### src/rtl/fsk_wave_pkg.sv
package fsk_wave_pkg;
  // Sub-pattern selector: fast = period 8, slow = period 10
  typedef enum logic {
    GRP_FAST = 1'b0,
    GRP_SLOW = 1'b1
  } grp_kind_e;

  typedef enum logic [1:0] {
    PH_MARK   = 2'd0,
    PH_SPACER = 2'd1,
    PH_HALF_A = 2'd2,
    PH_HALF_B = 2'd3
  } frame_phase_e;
endpackage

### src/rtl/fsk_group_gen.sv
module fsk_group_gen
  import fsk_wave_pkg::*;
#(
  parameter int FAST_DIV  = 8,
  parameter int FAST_HIGH = 2,
  parameter int FAST_REPS = 6,
  parameter int SLOW_DIV  = 10,
  parameter int SLOW_HIGH = 3,
  parameter int SLOW_REPS = 5
) (
  input  logic      clk,
  input  logic      rst_n,
  input  logic      run_i,
  input  logic      step_i,
  input  grp_kind_e kind_i,
  output logic      bit_o,
  output logic      last_o
);
  localparam int MAX_DIV  = (SLOW_DIV > FAST_DIV) ? SLOW_DIV : FAST_DIV;
  localparam int MAX_REPS = (SLOW_REPS > FAST_REPS) ? SLOW_REPS : FAST_REPS;
  localparam int POS_W    = $clog2(MAX_DIV);
  localparam int REP_W    = (MAX_REPS > 1) ? $clog2(MAX_REPS) : 1;

  logic [POS_W-1:0] pos_q, pos_d;
  logic [REP_W-1:0] rep_q, rep_d;
  logic [POS_W-1:0] pos_end, pos_high;
  logic [REP_W-1:0] rep_end;
  logic             wrap_pos;

  always_comb begin
    if (kind_i == GRP_SLOW) begin
      pos_end  = POS_W'(SLOW_DIV - 1);
      pos_high = POS_W'(SLOW_HIGH);
      rep_end  = REP_W'(SLOW_REPS - 1);
    end else begin
      pos_end  = POS_W'(FAST_DIV - 1);
      pos_high = POS_W'(FAST_HIGH);
      rep_end  = REP_W'(FAST_REPS - 1);
    end
  end

  assign wrap_pos = (pos_q == pos_end);
  assign bit_o    = (pos_q < pos_high);
  assign last_o   = wrap_pos && (rep_q == rep_end);

  always_comb begin
    pos_d = pos_q;
    rep_d = rep_q;
    if (!run_i) begin
      pos_d = '0;
      rep_d = '0;
    end else if (step_i) begin
      if (wrap_pos) begin
        pos_d = '0;
        rep_d = last_o ? '0 : rep_q + 1'b1;
      end else begin
        pos_d = pos_q + 1'b1;
      end
    end
  end

  always_ff @(posedge clk or negedge rst_n) begin
    if (!rst_n) begin
      pos_q <= '0;
      rep_q <= '0;
    end else begin
      pos_q <= pos_d;
      rep_q <= rep_d;
    end
  end


  pos_range_chk: assert property (@(posedge clk) disable iff (!rst_n)
    (pos_q <= pos_end) && (rep_q <= rep_end));


  kind_hold_chk: assert property (@(posedge clk) disable iff (!rst_n)
    (run_i && !(step_i && last_o)) |=> $stable(kind_i));
endmodule

### src/rtl/fsk_frame_seq.sv
module fsk_frame_seq
  import fsk_wave_pkg::*;
#(
  parameter int              ID_W     = 44,
  parameter int              NIB      = 4,
  parameter int              MARK_LEN = 8,
  parameter logic [MARK_LEN-1:0] MARK_SLOW = 8'hB8
) (
  input  logic            clk,
  input  logic            rst_n,
  input  logic            run_i,
  input  logic            adv_i,
  input  logic [ID_W-1:0] id_i,
  output grp_kind_e       kind_o
);
  localparam int   BIT_W     = $clog2(ID_W);
  localparam int   MARK_W    = (MARK_LEN > 1) ? $clog2(MARK_LEN) : 1;
  localparam int   NIB_TOP   = NIB - 1;
  localparam logic TOP_SPACE = (((ID_W - 1) % NIB) == NIB_TOP);

  frame_phase_e      phase_q, phase_d;
  logic [MARK_W-1:0] mark_q, mark_d;
  logic [BIT_W-1:0]  bit_q, bit_d;
  logic [ID_W-1:0]   id_q, id_d;
  logic              cur_bit, frame_end;
  logic [BIT_W-1:0]  bit_dec;

  assign cur_bit   = id_q[bit_q];
  assign frame_end = (phase_q == PH_HALF_B) && (bit_q == '0);
  assign bit_dec   = bit_q - 1'b1;

  always_comb begin
    unique case (phase_q)
      PH_MARK:   kind_o = MARK_SLOW[mark_q] ? GRP_SLOW : GRP_FAST;
      PH_SPACER: kind_o = GRP_FAST;
      PH_HALF_A: kind_o = cur_bit ? GRP_FAST : GRP_SLOW;
      default:   kind_o = cur_bit ? GRP_SLOW : GRP_FAST;
    endcase
  end

  always_comb begin
    phase_d = phase_q;
    mark_d  = mark_q;
    bit_d   = bit_q;
    id_d    = id_q;
    if (!run_i) begin
      phase_d = PH_MARK;
      mark_d  = '0;
      bit_d   = BIT_W'(ID_W - 1);
      id_d    = id_i;
    end else if (adv_i) begin
      unique case (phase_q)
        PH_MARK: begin
          if (mark_q == MARK_W'(MARK_LEN - 1)) begin
            phase_d = TOP_SPACE ? PH_SPACER : PH_HALF_A;
            bit_d   = BIT_W'(ID_W - 1);
          end else begin
            mark_d = mark_q + 1'b1;
          end
        end
        PH_SPACER: phase_d = PH_HALF_A;
        PH_HALF_A: phase_d = PH_HALF_B;
        default: begin
          if (frame_end) begin
            phase_d = PH_MARK;
            mark_d  = '0;
            bit_d   = BIT_W'(ID_W - 1);
            id_d    = id_i;
          end else begin
            bit_d   = bit_dec;
            phase_d = ((int'(bit_dec) % NIB) == NIB_TOP) ? PH_SPACER : PH_HALF_A;
          end
        end
      endcase
    end
  end

  always_ff @(posedge clk or negedge rst_n) begin
    if (!rst_n) begin
      phase_q <= PH_MARK;
      mark_q  <= '0;
      bit_q   <= BIT_W'(ID_W - 1);
      id_q    <= '0;
    end else begin
      phase_q <= phase_d;
      mark_q  <= mark_d;
      bit_q   <= bit_d;
      id_q    <= id_d;
    end
  end


  id_hold_chk: assert property (@(posedge clk) disable iff (!rst_n)
    (run_i && !(adv_i && frame_end)) |=> $stable(id_q));


  mark_to_spacer_chk: assert property (@(posedge clk) disable iff (!rst_n)
    (run_i && adv_i && phase_q == PH_MARK && mark_q == MARK_W'(MARK_LEN - 1))
      |=> (phase_q == PH_SPACER && bit_q == BIT_W'(ID_W - 1)));


  half_pair_chk: assert property (@(posedge clk) disable iff (!rst_n)
    (run_i && adv_i && phase_q == PH_HALF_A) |=> (phase_q == PH_HALF_B && $stable(bit_q)));
endmodule

### src/rtl/fsk_tag_wavegen.sv
module fsk_tag_wavegen
  import fsk_wave_pkg::*;
#(
  parameter int ID_W      = 44,
  parameter int NIB       = 4,
  parameter int FAST_DIV  = 8,
  parameter int FAST_HIGH = 2,
  parameter int FAST_REPS = 6,
  parameter int SLOW_DIV  = 10,
  parameter int SLOW_HIGH = 3,
  parameter int SLOW_REPS = 5
) (
  input  logic            clk,
  input  logic            rst_n,
  input  logic            run_i,
  input  logic            ce_i,
  input  logic [ID_W-1:0] id_i,
  output logic            sample_o
);
  logic [1:0] rst_sync_q;
  logic       rst_int_n;
  logic       step, adv, grp_bit, grp_last, sample_d, sample_q;
  grp_kind_e  kind;

  always_ff @(posedge clk or negedge rst_n) begin
    if (!rst_n) rst_sync_q <= 2'b00;
    else        rst_sync_q <= {rst_sync_q[0], 1'b1};
  end
  assign rst_int_n = rst_sync_q[1];

  assign step = run_i && ce_i;
  assign adv  = step && grp_last;

  fsk_frame_seq #(
    .ID_W(ID_W), .NIB(NIB)
  ) u_seq (
    .clk(clk), .rst_n(rst_int_n), .run_i(run_i), .adv_i(adv),
    .id_i(id_i), .kind_o(kind)
  );

  fsk_group_gen #(
    .FAST_DIV(FAST_DIV), .FAST_HIGH(FAST_HIGH), .FAST_REPS(FAST_REPS),
    .SLOW_DIV(SLOW_DIV), .SLOW_HIGH(SLOW_HIGH), .SLOW_REPS(SLOW_REPS)
  ) u_grp (
    .clk(clk), .rst_n(rst_int_n), .run_i(run_i), .step_i(step),
    .kind_i(kind), .bit_o(grp_bit), .last_o(grp_last)
  );

  always_comb begin
    sample_d = sample_q;
    if (!run_i)    sample_d = 1'b0;
    else if (step) sample_d = grp_bit;
  end

  always_ff @(posedge clk or negedge rst_int_n) begin
    if (!rst_int_n) sample_q <= 1'b0;
    else            sample_q <= sample_d;
  end
  assign sample_o = sample_q;


  stop_low_chk: assert property (@(posedge clk) disable iff (!rst_int_n)
    !run_i |=> !sample_o);


  idle_hold_chk: assert property (@(posedge clk) disable iff (!rst_int_n)
    (run_i && !ce_i) |=> $stable(sample_o));
endmodule

### config.mk
export PLATFORM = sky130hd
export DESIGN_NAME = fsk_tag_wavegen
export DESIGN_NICKNAME = d
export VERILOG_FILES = /design/src/rtl/fsk_wave_pkg.sv /design/src/rtl/fsk_group_gen.sv /design/src/rtl/fsk_frame_seq.sv /design/src/rtl/fsk_tag_wavegen.sv
export SDC_FILE = /design/constraint.sdc
export NUM_CORES = 1
export LEC_CHECK = 0
export BUFFER_PORTS_ARGS = -buffer_cell sky130_fd_sc_hd__buf_2
export CORE_UTILIZATION = 58
export DETAILED_ROUTE_END_ITERATION = 7
export HOLD_SLACK_MARGIN = 0.1
export PLACE_DENSITY = 0.8
export SKIP_LAST_GASP = 1
export SLEW_MARGIN = 20
export SYNTH_ARGS = -nofsm -noshare
export SYNTH_HDL_FRONTEND = slang
export SYNTH_SLANG_ARGS = --single-unit
export TNS_END_PERCENT = 50
### constraint.sdc
create_clock -name clk -period 2.23 [get_ports clk]
set_clock_uncertainty 0.05 [all_clocks]
set_input_delay 0.223 -clock clk [delete_from_list [all_inputs] [get_ports clk]]
set_output_delay 0.223 -clock clk [all_outputs]
set_load 0.005 [all_outputs]
After elaboration in Yosys (flattened, before gate mapping)

Memories as Yosys holds them, arrays and structs flattened.
Index checks and enable logic that the tools add are counted.

Bits in registers: 65
Bits in latches: 0
RAM bits: 0
ROM bits: 8
Input bits: 48
Output and inout port bits: 1
Logic and storage cells: 84
Memories kept: 1

Add/sub/neg operators: 4
Multiply operators: 0
Div/mod/pow operators: 0
$lt $le $gt $ge: 3
Equal/unequal tests: 16
Shift-type cells: 0
Multiplexer cells: 39
Bitwise operators: 0
Reduce and logical (&&, ||, !) cells: 13

Memories:

| memory          | depth | bits a word | read ports | clocked after memory_dff | write ports | RTL line            | RTL |
|---|---|---|---|---|---|---|---|
| (no name shown) | 8     | 1           | 1          | 0                        | 0           | fsk_frame_seq.sv:34 | `PH_MARK: kind_o = MARK_SLOW[mark_q] ? GRP_SLOW : GRP_FAST;` |

Operator list:

| cell                                                | count |
|---|---|
| two-way mux 44 bit                                  | 4 |
| two-way mux 3 bit                                   | 8 |
| two-way mux 6 bit                                   | 4 |
| two-way mux 4 bit                                   | 4 |
| case mux 6 bit (2 select lines)                     | 1 |
| two-way mux 2 bit                                   | 5 |
| two-way mux 1 bit                                   | 9 |
| != test 2 x 1 -> 1 bit (second input constant)      | 4 |
| < comparator 6 x 7 -> 1 bit (second input constant) | 1 |
| adder 3 x 1 -> 3 bit (second input constant)        | 2 |
| binary-select mux 1 bit (select 6 bit)              | 1 |
| zero test 6 bit                                     | 1 |
| case mux 2 bit (3 select lines)                     | 1 |
| case mux 3 bit (2 select lines)                     | 1 |
| AND reduction 3 bit                                 | 2 |
| subtractor 6 x 1 -> 6 bit (second input constant)   | 1 |
| adder 4 x 1 -> 4 bit (second input constant)        | 1 |
| == test 2 x 1 -> 1 bit (second input constant)      | 2 |
| == test 2 bit (second input constant)               | 2 |
| == test 4 bit                                       | 1 |
| logical AND 1 bit                                   | 4 |
| < comparator 3 x 4 -> 1 bit (second input constant) | 1 |
| < comparator 4 x 2 -> 1 bit                         | 1 |
| != test 2 bit (second input constant)               | 2 |
| 11 further kinds                                    | 12 |

Logic depth before layout (Yosys ltp)

Gate-level depths: netlist of the first run.

Depth in word-level cells: 11
Mapped depth: 12
Gate-level depth less buffers: 9

Modules after synthesis

A second synthesis of the first run with hierarchy kept.

Cells, all modules: 267
Area total of the unflattened synthesis: 3450.8 um^2

By module, submodules not included:

| module          | times used | cells each | area each (um^2) | seq. area each (um^2) |
|---|---|---|---|---|
| fsk_frame_seq   | 1          | 210        | 2897.8           | 1381.3 |
| fsk_group_gen   | 1          | 49         | 442.9            | 175.2 |
| fsk_tag_wavegen | 1          | 8          | 110.1            | 75.1 |

Worst setup path before layout of the first run

Ideal clock, no wire load.

Path type: reg-to-reg
Start: reg u_seq.bit_q[0]
End: reg u_seq.id_q[31]
Setup time: 0.128 ns
Arrival time: 3.010 ns
Path slack: -0.958 ns
Cell stages (with the launch flop): 12
Buffers on the path: 2
Clock period less this slack: 3.188 ns
Cell sequence: dfstp_2 -> buf_6 -> mux4_2 -> or2_0 -> o2111ai_1 -> and4_1 -> o21ai_1 -> o211ai_2 -> mux2i_1 -> o31ai_4 -> buf_6 -> mux2_1

Longest elaborated chain between the ends: 10
Elaborated cells between the ends (all ways): 16

RTL lines:

| item                                                   | RTL line                                 | RTL |
|---|---|---|
| from (decl)                                            | fsk_frame_seq.sv:23                      | `logic [BIT_W-1:0] bit_q, bit_d;` |
| from (signal assigned)                                 | fsk_frame_seq.sv:82                      | `bit_q <= BIT_W'(ID_W - 1);` |
| from (signal assigned)                                 | fsk_frame_seq.sv:87                      | `bit_q <= bit_d;` |
| binary-select mux 1 bit (select 6 bit)                 | fsk_frame_seq.sv:28                      | `assign cur_bit = id_q[bit_q];` |
| two-way mux 1 bit (not written as such)                | fsk_frame_seq.sv:28                      |  |
| two-way mux 1 bit, on equally long branches            | fsk_frame_seq.sv:37, fsk_frame_seq.sv:36 |  |
| case mux 1 bit (3 select lines)                        | fsk_frame_seq.sv:33                      | `unique case (phase_q)` |
| two-way mux 4 bit or two-way mux 1 bit (tied branches) | fsk_group_gen.sv:31                      | `if (kind_i == GRP_SLOW) begin` |
| == test 4 bit or == test 3 bit (tied branches)         | fsk_group_gen.sv:42, fsk_group_gen.sv:44 |  |
| logical AND 1 bit                                      | fsk_group_gen.sv:44                      | `assign last_o = wrap_pos && (rep_q == rep_end);` |
| logical AND 1 bit                                      | fsk_tag_wavegen.sv:32                    | `assign adv = step && grp_last;` |
| != test 2 x 1 -> 1 bit (no source line)                | --                                       |  |
| AND reduction 3 bit (no source line) (*)               | --                                       |  |
| to (signal assigned)                                   | fsk_frame_seq.sv:88                      | `id_q <= id_d;` |
| to (decl)                                              | fsk_frame_seq.sv:24                      | `logic [ID_W-1:0] id_q, id_d;` |

Mark *: on every way between the ends. The rest lies on a longest branch, timed or not. The select of a mux whose other input is x is not followed.
A chain may end at the register's enable or synchronous reset.

Worst setup path in the final report of the first run

Start: reg u_seq.bit_q[3]
End: reg u_grp.rep_q[1]

Longest elaborated chain between the ends: 11
Elaborated cells between the ends (all ways): 16

RTL lines:

| item                                                   | RTL line                                 | RTL |
|---|---|---|
| binary-select mux 1 bit (select 6 bit) (*)             | fsk_frame_seq.sv:28                      |  |
| two-way mux 1 bit (not written as such) (*)            | fsk_frame_seq.sv:28                      |  |
| two-way mux 1 bit, on equally long branches            | fsk_frame_seq.sv:37, fsk_frame_seq.sv:36 |  |
| case mux 1 bit (3 select lines) (*)                    | fsk_frame_seq.sv:33                      |  |
| two-way mux 4 bit or two-way mux 1 bit (tied branches) | fsk_group_gen.sv:31                      |  |
| == test 4 bit or == test 3 bit (tied branches)         | fsk_group_gen.sv:42, fsk_group_gen.sv:44 |  |
| logical AND 1 bit                                      | fsk_group_gen.sv:44                      |  |
| two-way mux 3 bit                                      | fsk_group_gen.sv:55                      | `rep_d = last_o ? '0 : rep_q + 1'b1;` |
| two-way mux 3 bit                                      | fsk_group_gen.sv:53                      | `if (wrap_pos) begin` |
| two-way mux 3 bit                                      | fsk_group_gen.sv:52                      | `end else if (step_i) begin` |
| two-way mux 3 bit                                      | fsk_group_gen.sv:49                      | `if (!run_i) begin` |
| to (signal assigned)                                   | fsk_group_gen.sv:68                      | `rep_q <= rep_d;` |
| to (decl)                                              | fsk_group_gen.sv:25                      | `logic [REP_W-1:0] rep_q, rep_d;` |

Marked as above.

==> impl_summary.txt, run 1 <==
----------------------------------------------------
[Timing]
  Max frequency ... between 200 and 300 MHz
  Share of the clock period used by the worst path after layout ... 151.8%
  Final count of hold timing violations ... 0
  Worst hold margin ... 0.1489 ns
  Summed negative setup slack over all endpoints ... -65.92 ns
  Slew headroom ... 54.83%
  Unrepaired setup endpoints after global routing ... true
  Number of pins exceeding their max-slew limit in the final report ... 0
  Time the worst path needs with I/O delays and setup ... approximately 3.4 ns
  Setup-violating endpoint count in the final report ... 62
  Slew of the pin with the lowest slew margin ... around 0.68 ns
  Worst Slack Setup Final ... -1.154 ns

[Finish]
  Number of nets in the final layout ... ~520
  Final design instance area without fill ... 5413 sq um
  Area of the multi-input gates ... about 1900 sq um
  Area delta synth->final ... 48.46%
  Core utilization of the finished layout ... 90.35%
  Most frequent standard cell in the layout excluding fill and tap cells ... sky130_fd_sc_hd__buf_4
  # fillers ... between 150 and 200
  FF/Latch Area ... between 1500 and 2000 sq um
  Top library cells by usage in the layout, fill and taps aside ... sky130_fd_sc_hd__buf_4, sky130_fd_sc_hd__dfrtp_1, sky130_fd_sc_hd__buf_2
  Final cell count without fillers ... approximately 550
  Share of final-layout standard cells stronger than drive strength 1 ... 48.20%
  Final antenna diode count ... 0

[Floorplan]
  Height of the chip ... around 81 microns
  Initial core utilization ... roughly 61%
  Die Span X ... 81.29 microns
  Std-Cell Core Area ... between 5000 and 6000 sq um
  Core Rows ... 28
  Die area ... around 6600 sq um
  Boundary Pins ... between 40 and 50

[Synth]
  Sequential element share of the synthesized area ... 44.75%
  Number of nets in the synthesized netlist ... around 350
  Post-Synthesis Mean Instance Area ... between 10 and 15 sq um
  Cell area after synthesis ... around 3600 sq um
  Primary flip-flop cell chosen by synthesis mapping ... sky130_fd_sc_hd__dfrtp_1
  Post-synthesis instance total ... ~290
  EDFF count, synth ... 0
  Yosys warning count ... 0
  Number of flip-flops and latches in the synthesized netlist ... 65
  Synth unique cells ... 55
  Proportion of register bits with asynchronous set or reset after synthesis ... 100.0%

[Clock network]
  H-tree depth ... 3
  CTS buffer count ... 9
  CTS clock-pin slew for the worst setup and hold paths ... 0.09 ns
  TritonCTS clock tree ... yes
  Clock sink count ... between 60 and 70
  Clock Tree Root ... sky130_fd_sc_hd__clkbuf_8
  Insertion delay of the later-clocked pin in the worst-skew pair ... 0.36 ns
  CTS Buffer Depth ... 2

[Critical path]
  Type of the worst setup path ... reg2reg
  Data required time of the worst path ... between 2 and 2.5 ns
  Reg2Reg Setup Slack ... -1.15 ns
  Crit path launch ... u_seq.bit_q[3]$_DFFE_PN1P_
  Crit Path Max Fanout ... 14
  Endpoint of the lowest-slack register-to-register path ... u_grp.rep_q[1]$_DFFE_PN0P_
  Worst Reg2Reg Path Length in Cells ... 12
  FF-to-FF Start ... u_seq.bit_q[3]$_DFFE_PN1P_
  Kind of end point of the critical path ... flip-flop
  Critical Path Start Type ... flip-flop
  Critical path data arrival time ... around 3.6 ns

[Power and ir drop]
  Power density over the cells ... ~580 nW/um^2
  Leakage power ... roughly 2.7 nW
  Total power consumption of the routed design ... 3.123 mW
  Largest voltage drop on the vdd net ... 0.5194 mV

[Routing]
  ANT nets after route ... 0
  Post-detailed-route DRC marker count ... 0
  Detailed-route via count ... about 3,600
  Total length of routed wires ... between 10,000 and 15,000 microns
  Vias per cell ... 6.644
  Detailed-router iteration count before antenna repair ... 7
  Average wire per cell in the routed design ... 26.27 microns
  Drt first-iter violations ... ~520

[Run]
  Number of maximum-capacitance constraint violations ... 0

[Global routing]
  Total grt overflow ... 0
  Global-route met1 utilization ... 48.86%
  Wire length of the first global-routing pass ... between 15,000 and 20,000 microns
  Combined global-route utilization of all metal layers ... between 40 and 50%
  Antenna violations before repair ... 0
  Pin count of the biggest net entering global routing ... 29
  Global routing met2 resource utilization ... between 60% and 70%
  Vias in the first global route ... 3,559
  Busiest layer in global routing ... met2
  Met3 demand-to-capacity share in global routing ... a little under an eighth

[Placement]
  Area post-placement ... 4432 sq um
  Final estimated routing congestion in global placement ... roughly 0.85
  # port buffers ... 48
  Count of placed standard cells including taps ... ~470
  Pre-CTS setup slack ... -1.135 ns
  Placed wire-length estimate after detailed placement ... about 6000 microns

[Run status]
  Failing checks ... setup timing
  Run status ... finished, violations left

[Hold path]
  Path type of the worst min-delay path ... in2async

----------------------------------------------------
==> power by group <==
group / leakage (nW) / total [mW] / switching [mW] / internal [mW]
Sequential: 0.786 / 1.35 / 0.0891 / 1.27
Combinational: 1.75 / 0.549 / 0.196 / 0.352
Clock: 0.117 / 1.22 / 0.525 / 0.695
==> logic make-up (layout without fill, tap and decap cells) <==
family	count (synthesis)	after routing	synth area share [%]
simple gates	81	81	11.70
flops	65	65	44.75
mux	72	72	27.90
buf+inv	25	206	4.736
other cells	1	1	0.1029
xor+xnor	3	3	0.7208
compound gates	37	37	7.343
fa+ha+maj	8	8	2.745
==> cells in the mapped netlist, types with 4 or more instances <==
master | n | share of area, %
sky130_fd_sc_hd__a31oi_1 | 4 | 0.69
sky130_fd_sc_hd__and2b_2 | 4 | 0.96
sky130_fd_sc_hd__buf_6 | 6 | 1.9
sky130_fd_sc_hd__clkbuf_1 | 5 | 0.51
sky130_fd_sc_hd__dfrtp_1 | 61 | 42
sky130_fd_sc_hd__dfstp_2 | 4 | 2.9
sky130_fd_sc_hd__ha_1 | 8 | 2.7
sky130_fd_sc_hd__inv_1 | 9 | 0.93
sky130_fd_sc_hd__mux2_2 | 8 | 2.5
sky130_fd_sc_hd__mux2_4 | 39 | 16
sky130_fd_sc_hd__mux2i_1 | 18 | 4.9
sky130_fd_sc_hd__mux4_1 | 4 | 2.9
sky130_fd_sc_hd__nand2_1 | 17 | 1.8
sky130_fd_sc_hd__nand3_1 | 7 | 0.96
sky130_fd_sc_hd__nor2_1 | 19 | 2.0
sky130_fd_sc_hd__nor2b_1 | 5 | 0.86
sky130_fd_sc_hd__nor3_1 | 7 | 0.96
sky130_fd_sc_hd__o21ai_0 | 7 | 0.96
sky130_fd_sc_hd__o22ai_1 | 4 | 0.69
==> critical path, stage by stage (launching register included) <==
cell                       delay, ns
sky130_fd_sc_hd__dfstp_4        0.76
sky130_fd_sc_hd__mux2i_1        0.16
sky130_fd_sc_hd__a311oi_1       0.36
sky130_fd_sc_hd__nand3_1        0.16
sky130_fd_sc_hd__and4_4         0.25
sky130_fd_sc_hd__o21ai_4        0.17
sky130_fd_sc_hd__o211ai_4       0.13
sky130_fd_sc_hd__buf_4          0.17
sky130_fd_sc_hd__buf_6          0.13
sky130_fd_sc_hd__buf_4          0.14
sky130_fd_sc_hd__xnor2_1        0.11
sky130_fd_sc_hd__o21ai_0        0.43
sky130_fd_sc_hd__o22ai_2        0.21
==> worst max-delay path by stage <==
stage                                       to  slack (ns)  cells past startpoint
CTS                 u_grp.rep_q[0]$_DFFE_PN0P_       -0.84                     11
global placement    u_seq.id_q[34]$_DFFE_PN0P_       -0.91                      9
finish              u_grp.rep_q[1]$_DFFE_PN0P_       -1.15                     12
global route        u_grp.rep_q[2]$_DFFE_PN0P_       -1.21                     13
detailed placement  u_seq.id_q[33]$_DFFE_PN0P_       -1.14                     10
floorplan            u_seq.id_q[0]$_DFFE_PN0P_       -0.93                     11
==> layout make-up <==
cell class | count | share of cell area [%]
multi-input cells | 202 | 35.51
repair buffers | 180 | 27.60
inverters | 10 | 0.6935
clock inverters | 4 | 1.364
flip-flops and latches | 65 | 30.24
clock buffers | 12 | 2.866
well taps | 75 | 1.734
==> what timing repair did <==
| item | CTS | global route |
|---|---|---|
| resized for setup | 12 | 17 |
| buffers inserted | 4 | 10 |
| endpoints found under the setup margin | 62 | 62 |
| cloned | 3 | 1 |
| pin swaps | 1 | 6 |
| hold endpoints to repair | 46 | 0 |
| hold buffers | 45 | 0 |
==> layer usage <==
metal / wire, microns / vias up / part of all wire [%]
met5: 0 / - / 0
met4: 1269 / 0 / 8.8
met3: 1439 / 156 / 10
met2: 6709 / 356 / 47
met1: 4979 / 1729 / 35
li1: - / 1400 / -
==> flip-flops by register name, indices dropped and copies added (netlist names) <==
| name | cells |
|---|---|
| u_seq.mark_q | 3 |
| u_seq.bit_q | 6 |
| u_seq.id_q | 44 |
| u_seq.phase_q | 2 |
| sample_o | 1 |
| u_grp.pos_q | 4 |
| u_grp.rep_q | 3 |
| rst_sync_q | 2 |
No activity file was read; power rests on OpenSTA's default activity.
==> run 2, diff against run 1 <==
--- a/config.mk
+++ b/config.mk
@@ -6,13 +6,14 @@
 export NUM_CORES = 1
 export LEC_CHECK = 0
 export BUFFER_PORTS_ARGS = -buffer_cell sky130_fd_sc_hd__buf_2
-export CORE_UTILIZATION = 58
+export CORE_UTILIZATION = 57
 export DETAILED_ROUTE_END_ITERATION = 7
 export HOLD_SLACK_MARGIN = 0.1
-export PLACE_DENSITY = 0.8
+export PLACE_DENSITY = 0.79
 export SKIP_LAST_GASP = 1
 export SLEW_MARGIN = 20
 export SYNTH_ARGS = -nofsm -noshare
 export SYNTH_HDL_FRONTEND = slang
+export SYNTH_HIERARCHICAL = 1
 export SYNTH_SLANG_ARGS = --single-unit
 export TNS_END_PERCENT = 50
==> run 2 against run 1 <==
Compared with the run above: the run still ends with setup timing left; synthesized cell count fell by 8.6%; combinational power is essentially flat; critical path depth is 7 higher; global-route usage down 3.0 points; via count fell by 14%; maximum frequency decreased by 16%; sequential share of layout area increased by 1.6 points; cell count shrank 6.9%; power fell by 6.6%; synthesized area fell by 5.4%; clock power decreased by 17%; critical path type unchanged; critical endpoint is now u_seq/bit_q[4]$_DFFE_PN0P_.
==> impl_summary.txt, run 2 <==
----------------------------------------------------
[Run status]
  Run status ... finished, violations left
  Failing checks ... setup timing

[Finish]
  Register containing the most flip-flops in the final layout ... u_seq/id_q
  Flip-flop count of the largest register after layout ... 44 (unchanged)
  # fillers ... 200 (+4.7%)
  Share of final-layout standard cells stronger than drive strength 1 ... 47.95% (-0.26 points)
  Top library cells by usage in the layout, fill and taps aside ... sky130_fd_sc_hd__dfrtp_1, sky130_fd_sc_hd__buf_4, sky130_fd_sc_hd__buf_2
  FF/Latch Area ... 1633 sq um (-0.23%)
  Most frequent standard cell in the layout excluding fill and tap cells ... sky130_fd_sc_hd__dfrtp_1
  Final antenna diode count ... 0 (unchanged)
  Area of the multi-input gates ... 1819 sq um (-5.3%)
  Number of nets in the final layout ... 489 (-6.7%)
  Area delta synth->final ... 48.66%
  Largest regs ... u_seq/id_q: 44 flops, u_seq/bit_q: 6 flops, u_grp/pos_q: 4 flops

[Synth]
  Number of flip-flops and latches in the synthesized netlist ... 65 (unchanged)
  Synth unique cells ... 49 (-11%)
  EDFF count, synth ... 0 (unchanged)
  Largest area contributor in the netlist ... sky130_fd_sc_hd__dfrtp_1
  Top cells by area, synth ... sky130_fd_sc_hd__dfrtp_1, sky130_fd_sc_hd__mux2_4, sky130_fd_sc_hd__mux4_2
  Number of nets in the synthesized netlist ... 323 (-7.2%)
  Top-area cell type share of the netlist area ... 44.23% (+2.4 points)
  Top post-synthesis cells by count ... sky130_fd_sc_hd__dfrtp_1, sky130_fd_sc_hd__mux2_4, sky130_fd_sc_hd__nand2_1
  Proportion of register bits with asynchronous set or reset after synthesis ... 100.0% (unchanged)
  Post-Synthesis Mean Instance Area ... 12.92 sq um (+3.5%)
  Post-synthesis instance total ... 267 (-8.6%)
  Cell area after synthesis ... 3451 sq um (-5.4%)
  Yosys warning count ... 6 (+6)
  Sequential element share of the synthesized area ... 47.28% (+2.5 points)
  Dominant cell by count in the synthesized netlist ... sky130_fd_sc_hd__dfrtp_1
  Primary flip-flop cell chosen by synthesis mapping ... sky130_fd_sc_hd__dfrtp_1

[Routing]
  Detailed-route via count ... 3,142 (-14%)
  Vias per cell ... 6.161 (-7.3%)
  ANT nets after route ... 0 (unchanged)
  Average wire per cell in the routed design ... 23.46 microns (-11%)
  Drt first-iter violations ... 288 (-44%)
  Post-detailed-route DRC marker count ... 0 (unchanged)
  Total length of routed wires ... 11,970 microns (-17%)
  Detailed-router iteration count before antenna repair ... 5 (-2)

[Floorplan]
  Boundary Pins ... 49 (unchanged)
  Initial core utilization ... 60.80% (about the same)
  Die Span X ... 79.81 microns (-1.8%)
  Core Rows ... 27 (-3.6%)
  Die area ... 6369 sq um (-3.6%)
  Std-Cell Core Area ... 5675 sq um (-5.3%)
  Height of the chip ... 79.81 microns (-1.8%)

[Global routing]
  Global-route met1 utilization ... 43.14% (-5.7 points)
  Antenna violations before repair ... 0 (unchanged)
  Combined global-route utilization of all metal layers ... 39.79% (-3.0 points)
  Global routing met2 resource utilization ... 66.24% (-3.3 points)
  Wire length of the first global-routing pass ... 17,820 microns (-9.2%)
  Pin count of the biggest net entering global routing ... 38 (+31%)
  Met3 demand-to-capacity share in global routing ... 12.91% (+1.2 points)
  Busiest layer in global routing ... met2
  Vias in the first global route ... 3,401 (-4.4%)
  Total grt overflow ... 0 (unchanged)

[Timing]
  Final count of hold timing violations ... 0 (unchanged)
  Max frequency ... 248.7 MHz (-16%)
  Worst hold margin ... 0.1121 ns (-0.03675 ns)
  Share of the clock period used by the worst path after layout ... 180.3% (+29 points)
  Worst Slack Setup Final ... -1.790 ns (-0.6359 ns)
  Setup-violating endpoint count in the final report ... 62 (unchanged)
  Unrepaired setup endpoints after global routing ... true
  Number of pins exceeding their max-slew limit in the final report ... 0 (unchanged)
  Slew headroom ... 58.95% (+4.1 points)
  Slew of the pin with the lowest slew margin ... 0.6158 ns (-0.06170 ns)
  Time the worst path needs with I/O delays and setup ... 4.020 ns (+0.6359 ns)

[Critical path]
  Worst Reg2Reg Path Length in Cells ... 19 (+7)
  FF-to-FF Start ... u_seq/bit_q[0]$_DFFE_PN1P_
  Cell-by-cell listing of the critical path ... buf_12 -> buf_4 -> buf_4 -> nor2b_1 -> nand2_1 -> nand4_1 -> nand4_1 -> a21oi_2 -> nand2b_4 -> and4bb_1 -> o21ai_2 -> nor2_1 -> and3_4 -> inv_4 -> o31ai_4 -> nand2_2 -> nor3_2 -> xor2_1 -> and2_1
  Type of the worst setup path ... reg2reg
  Critical path data arrival time ... 4.26 ns (+0.71 ns)
  Critical Path Start Type ... flip-flop
  Crit Path Max Fanout ... 6 (-8)
  Endpoint of the lowest-slack register-to-register path ... u_seq/bit_q[4]$_DFFE_PN0P_
  Kind of end point of the critical path ... flip-flop
  Worst path bufs/invs ... 4 (+1)
  Crit path launch ... u_seq/bit_q[0]$_DFFE_PN1P_
  Top Family by Delay on Critical Path ... simple AND/OR/NAND/NOR gates
  Data required time of the worst path ... 2.47 ns (+0.07 ns)
  Worst stage delay on the critical path ... 0.63 ns (-0.13 ns)
  Cell with the largest stage delay on the worst path ... sky130_fd_sc_hd__dfstp_2
  Reg2Reg Setup Slack ... -1.79 ns (-0.64 ns)

[Clock network]
  CTS clock-pin slew for the worst setup and hold paths ... 0.08 ns (about the same)
  Clock sink count ... 65 (unchanged)
  Insertion delay of the later-clocked pin in the worst-skew pair ... 0.36 ns (about the same)
  H-tree depth ... 3 (unchanged)
  Clock Tree Root ... sky130_fd_sc_hd__clkbuf_8
  CTS Buffer Depth ... 2 (unchanged)
  CTS buffer count ... 9 (unchanged)
  TritonCTS clock tree ... yes

[Placement]
  # port buffers ... 48 (unchanged)
  Final estimated routing congestion in global placement ... 0.8539 (about the same)
  Placed wire-length estimate after detailed placement ... 5427 microns (-9.8%)

[Power and ir drop]
  Total power consumption of the routed design ... 2.917 mW (-6.6%)
  Leakage power ... 2.536 nW (-4.5%)
  Power density over the cells ... 568.5 nW/um^2 (-1.5%)
  Largest voltage drop on the vdd net ... 0.7420 mV (+43%)

[Run]
  Number of maximum-capacitance constraint violations ... 0 (unchanged)

[Hold path]
  Path type of the worst min-delay path ... in2async

----------------------------------------------------
==> run 2: repair_timing <==
item                                    4_1_cts  5_1_grt
endpoints found under the setup margin       62       62
endpoints found under the hold margin        46        0
resized for setup                            10       18
setup buffers                                12        1
pin swaps                                     3        4
gates cloned                                  3        2
hold buffers                                 45        0
==> run 2: kinds of logic after synthesis <==
group	count (synthesis)	share of synthesized area [%]
compound gates	35	6.781
xor+xnor	7	1.777
fa+ha+maj	8	2.901
buf+inv	19	3.263
flops	65	47.28
mux	63	26.43
other cells	1	0.1087
simple gates	69	11.46
==> run 2: worst reg2reg max path: cells and delay by family, from the launching register on <==
family                    cells  cell delay [ns]
xor gates and xnor gates      1             0.16
and+or+nand+nor              11             2.08
AOI/OAI and AO/OA             3             0.54
buffers and inverters         4             0.48
DFF                           1             0.63
==> run 2: how the worst max path moves through the flow <==
stage | end | cells after the start
3_5_place_dp | u_seq/bit_q[4]$_DFFE_PN0P_ | 16
3_3_place_gp | u_seq/bit_q[4]$_DFFE_PN0P_ | 16
4_1_cts | u_seq/bit_q[4]$_DFFE_PN0P_ | 16
2_1_floorplan | u_seq/bit_q[4]$_DFFE_PN0P_ | 17
5_1_grt | u_seq/bit_q[4]$_DFFE_PN0P_ | 16
6_report | u_seq/bit_q[4]$_DFFE_PN0P_ | 19
==> run 2: layer usage <==
metal / wire (microns) / share of wire [%]
met5: 0 / 0
met4: 796 / 6.7
met3: 1049 / 8.8
met2: 5926 / 50
met1: 4195 / 35
==> run 2: final cells by class <==
class,instances,area share [%]
Sequential cell,65,31.83
Clock buffer,11,2.561
Clock inverter,5,1.098
Timing Repair Buffer,164,26.51
Multi-Input combinational cell,183,35.46
Tap cell,72,1.756
Inverter,10,0.7805
==> run 2: report_power, final <==
group / leakage (nW) / internal [mW] / switching (mW)
combinational: 1.66 / 0.353 / 0.195
sequential: 0.786 / 1.27 / 0.0880
clock: 0.0933 / 0.515 / 0.495
==> run 2: stage by stage <==
stage	setup WS (ns)	setup TNS, ns	instances	area (sq um)	util [%]
detailed placement	-1.364	-70.14	434	4207	74.12
CTS	-1.333	-72.19	510	5061	89.18
floorplan	-1.269	-63.36	267	3486	-
finish	-1.790	-97.45	510	5130	90.39
global route	-1.868	-100.75	510	5130	90.39
global placement	-1.214	-64.39	434	4207	74.12
==> run 3, diff against run 2 <==
--- a/config.mk
+++ b/config.mk
@@ -6,10 +6,13 @@
 export NUM_CORES = 1
 export LEC_CHECK = 0
 export BUFFER_PORTS_ARGS = -buffer_cell sky130_fd_sc_hd__buf_2
-export CORE_UTILIZATION = 57
+export CELL_PAD_IN_SITES_DETAIL_PLACEMENT = 0
+export CELL_PAD_IN_SITES_GLOBAL_PLACEMENT = 1
+export CORE_UTILIZATION = 48
+export CTS_BUF_LIST = sky130_fd_sc_hd__clkbuf_2 sky130_fd_sc_hd__clkbuf_4 sky130_fd_sc_hd__clkbuf_8
 export DETAILED_ROUTE_END_ITERATION = 7
 export HOLD_SLACK_MARGIN = 0.1
-export PLACE_DENSITY = 0.79
+export PLACE_DENSITY_LB_ADDON = 0.1
 export SKIP_LAST_GASP = 1
 export SLEW_MARGIN = 20
 export SYNTH_ARGS = -nofsm -noshare
==> run 3 against run 2 <==
Compared with the run above: the run still ends with setup timing left; utilization decreased by 14 points; setup slack improved by 0.48 ns; register-to-register slack improved by 0.48 ns; power decreased by 1.9%; combinational power decreased by 0.9%; global-route usage decreased by 15 points.
==> impl_summary.txt, run 3 (synthesis gave the netlist of run 2 again) <==
----------------------------------------------------
[Run status]
  Run status ... finished, violations left
  Failing checks ... setup timing

[Power and ir drop]
  Part of the power in registers ... 46.6% (about the same)
  Switching Share ... 24.65% (-2.0 points)
  Power density over the cells ... 546.3 nW/um^2 (-3.9%)
  Largest voltage drop on the vdd net ... 0.4964 mV (-33%)
  Switching power ... 705.5 uW (-9.4%)
  Leakage power ... 2.603 nW (+2.6%)
  Total power consumption of the routed design ... 2.862 mW (-1.9%)
  Clock share of power ... 34.5% (-0.2 points)
  Internal Power ... 2.157 mW (+0.86%)
  Portion of total power attributed to combinational logic ... 19.0% (+0.2 points)

[Timing]
  Worst Slack Setup Final ... -1.310 ns (+0.4803 ns)
  Time the worst path needs with I/O delays and setup ... 3.540 ns (-0.4803 ns)
  Setup-violating endpoint count in the final report ... 62 (unchanged)
  Max frequency ... 282.5 MHz (+14%)
  Number of pins exceeding their max-slew limit in the final report ... 0 (unchanged)
  Worst hold margin ... 0.1161 ns (+0.003995 ns)
  Unrepaired setup endpoints after global routing ... true
  Share of the clock period used by the worst path after layout ... 158.7% (-22 points)
  Final count of hold timing violations ... 0 (unchanged)

[Finish]
  Area of the multi-input gates ... 1774 sq um (-2.5%)
  # fillers ... 449 (+120%)
  Share of final-layout standard cells stronger than drive strength 1 ... 48.33% (+0.38 points)
  Most frequent standard cell in the layout excluding fill and tap cells ... sky130_fd_sc_hd__buf_4
  Area delta synth->final ... 51.81%
  FF/Latch Area ... 1633 sq um (unchanged)
  Top library cells by usage in the layout, fill and taps aside ... sky130_fd_sc_hd__buf_4, sky130_fd_sc_hd__dfrtp_1, sky130_fd_sc_hd__buf_2
  Flip-flop count of the largest register after layout ... 44 (unchanged)
  Register containing the most flip-flops in the final layout ... u_seq/id_q
  Largest regs ... u_seq/id_q: 44 flops, u_seq/bit_q: 6 flops, u_grp/pos_q: 4 flops
  Number of nets in the final layout ... 500 (+2.2%)
  Final antenna diode count ... 0 (unchanged)

[Critical path]
  Cell-by-cell listing of the critical path ... mux4_2 -> and3_4 -> a31oi_1 -> nand3_1 -> a31oi_1 -> nand2b_2 -> and4bb_1 -> o21ai_2 -> nor2_1 -> and3_4 -> inv_4 -> o31ai_4 -> nand2_2 -> nor3_2 -> xor2_1 -> and2_1
  Data required time of the worst path ... 2.42 ns (-0.05 ns)
  Cell with the largest stage delay on the worst path ... sky130_fd_sc_hd__dfstp_2
  Top Family by Delay on Critical Path ... simple AND/OR/NAND/NOR gates
  Crit Path Max Fanout ... 6 (unchanged)
  Worst path bufs/invs ... 1 (-3)
  Kind of end point of the critical path ... flip-flop
  Critical path data arrival time ... 3.73 ns (-0.53 ns)
  Type of the worst setup path ... reg2reg
  Critical Path Start Type ... flip-flop
  Worst stage delay on the critical path ... 0.60 ns (-0.03 ns)

[Placement]
  Final estimated routing congestion in global placement ... 0.8306 (-2.7%)
  # port buffers ... 48 (unchanged)
  Placed wire-length estimate after detailed placement ... 5282 microns (-2.7%)
  Pre-CTS setup slack ... -1.349 ns (+0.01487 ns)

[Floorplan]
  Height of the chip ... 86.79 microns (+8.8%)
  Std-Cell Core Area ... 6869 sq um (+21%)
  Core Rows ... 30 (+11%)
  Die Span X ... 86.79 microns (+8.8%)
  Initial core utilization ... 50.24% (-11 points)
  Die area ... 7533 sq um (+18%)
  Boundary Pins ... 49 (unchanged)

[Clock network]
  Clock Tree Root ... sky130_fd_sc_hd__clkbuf_8
  TritonCTS clock tree ... yes
  CTS clock-pin slew for the worst setup and hold paths ... 0.08 ns (about the same)
  CTS Buffer Depth ... 2 (unchanged)
  Clock sink count ... 65 (unchanged)
  Insertion delay of the later-clocked pin in the worst-skew pair ... 0.36 ns (about the same)
  CTS buffer count ... 9 (unchanged)
  H-tree depth ... 3 (unchanged)

[Routing]
  Detailed-router iteration count before antenna repair ... 4 (-1)
  ANT nets after route ... 0 (unchanged)
  Detailed-route via count ... 2,717 (-14%)
  Total length of routed wires ... 8662 microns (-28%)
  Vias per cell ... 4.985 (-19%)
  Post-detailed-route DRC marker count ... 0 (unchanged)
  Average wire per cell in the routed design ... 15.89 microns (-32%)
  Drt first-iter violations ... 126 (-56%)

[Global routing]
  Wire length of the first global-routing pass ... 13,750 microns (-23%)
  Combined global-route utilization of all metal layers ... 24.71% (-15 points)
  Vias in the first global route ... 2,863 (-16%)
  Antenna violations before repair ... 0 (unchanged)
  Pin count of the biggest net entering global routing ... 30 (-21%)
  Total grt overflow ... 0 (unchanged)

[Run]
  Number of maximum-capacitance constraint violations ... 0 (unchanged)

[Hold path]
  Path type of the worst min-delay path ... in2async

----------------------------------------------------
-- run 3: worst reg2reg max path, cell delays in order, from the launching register on --
cell and delay (ns):
sky130_fd_sc_hd__dfstp_2 0.60, sky130_fd_sc_hd__mux4_2 0.51, sky130_fd_sc_hd__and3_4 0.16, sky130_fd_sc_hd__a31oi_1 0.14
sky130_fd_sc_hd__nand3_1 0.14, sky130_fd_sc_hd__a31oi_1 0.22, sky130_fd_sc_hd__nand2b_2 0.12, sky130_fd_sc_hd__and4bb_1 0.30
sky130_fd_sc_hd__o21ai_2 0.07, sky130_fd_sc_hd__nor2_1 0.11, sky130_fd_sc_hd__and3_4 0.23, sky130_fd_sc_hd__inv_4 0.04
sky130_fd_sc_hd__o31ai_4 0.23, sky130_fd_sc_hd__nand2_2 0.11, sky130_fd_sc_hd__nor3_2 0.18, sky130_fd_sc_hd__xor2_1 0.08
sky130_fd_sc_hd__and2_1 0.15
-- run 3: power groups by stage --
stage	Sequential, mW	Combinational (mW)	Clock (mW)
finish	1.33	0.543	0.986
global placement	1.35	0.419	0
CTS	1.33	0.510	0.995
floorplan	1.34	0.246	0
detailed placement	1.35	0.430	0
global route	1.34	0.582	1.07
-- run 3: metrics by stage --
stage / setup TNS (ns) / cell area [sq um] / utilization, % / std cells
floorplan: -63.36 / 3486 / - / 267
global placement: -67.91 / 4354 / 63.39 / 472
detailed placement: -70.66 / 4354 / 63.39 / 472
CTS: -71.73 / 5085 / 74.03 / 539
global route: -84.97 / 5239 / 76.27 / 545
finish: -71.95 / 5239 / 76.27 / 545
-- run 3: repair_timing --
item	in CTS	in global routing
gates cloned	1	3
hold buffers	46	0
endpoints found under the setup margin	62	62
setup buffers	4	5
resized for setup	4	14
pin swaps	2	8
endpoints found under the hold margin	54	0
-- run 3: area by class of cell --
| type | count | area share (%) |
|---|---|---|
| flip-flops and latches | 65 | 31.17 |
| clock buffers | 14 | 3.439 |
| inverters | 10 | 0.7643 |
| repair buffers | 175 | 28.23 |
| well taps | 96 | 2.293 |
| multi-input cells | 183 | 33.87 |
| clock inverters | 2 | 0.2388 |
-- run 3: worst paths after layout --
path | slack (ns) | cells after the start | to | from
worst max-delay path | -1.31 | 16 | u_seq/bit_q[4]$_DFFE_PN0P_ | u_seq/bit_q[0]$_DFFE_PN1P_
worst min-delay path | 0.12 | 2 | rst_sync_q[1]$_DFF_PN0_ | rst_n
worst max register to register | -1.31 | 16 | u_seq/bit_q[4]$_DFFE_PN0P_ | u_seq/bit_q[0]$_DFFE_PN1P_
worst min register to register | 0.27 | 1 | u_seq/id_q[15]$_DFFE_PN0P_ | rst_sync_q[1]$_DFF_PN0_
max in group asynchronous | 1.16 | 1 | u_seq/id_q[20]$_DFFE_PN0P_ | rst_sync_q[1]$_DFF_PN0_
min in group clk | 0.14 | 3 | sample_o$_DFFE_PN0P_ | ce_i
-- run 3: layer usage --
layer / GRT usage (%) / vias up / wire length (microns)
met4: 11.97 / 0 / 195
met3: 5.810 / 15 / 314
met2: 41.09 / 59 / 4423
met1: 30.22 / 1330 / 3729
met5: 0 / - / 0
li1: - / 1313 / -
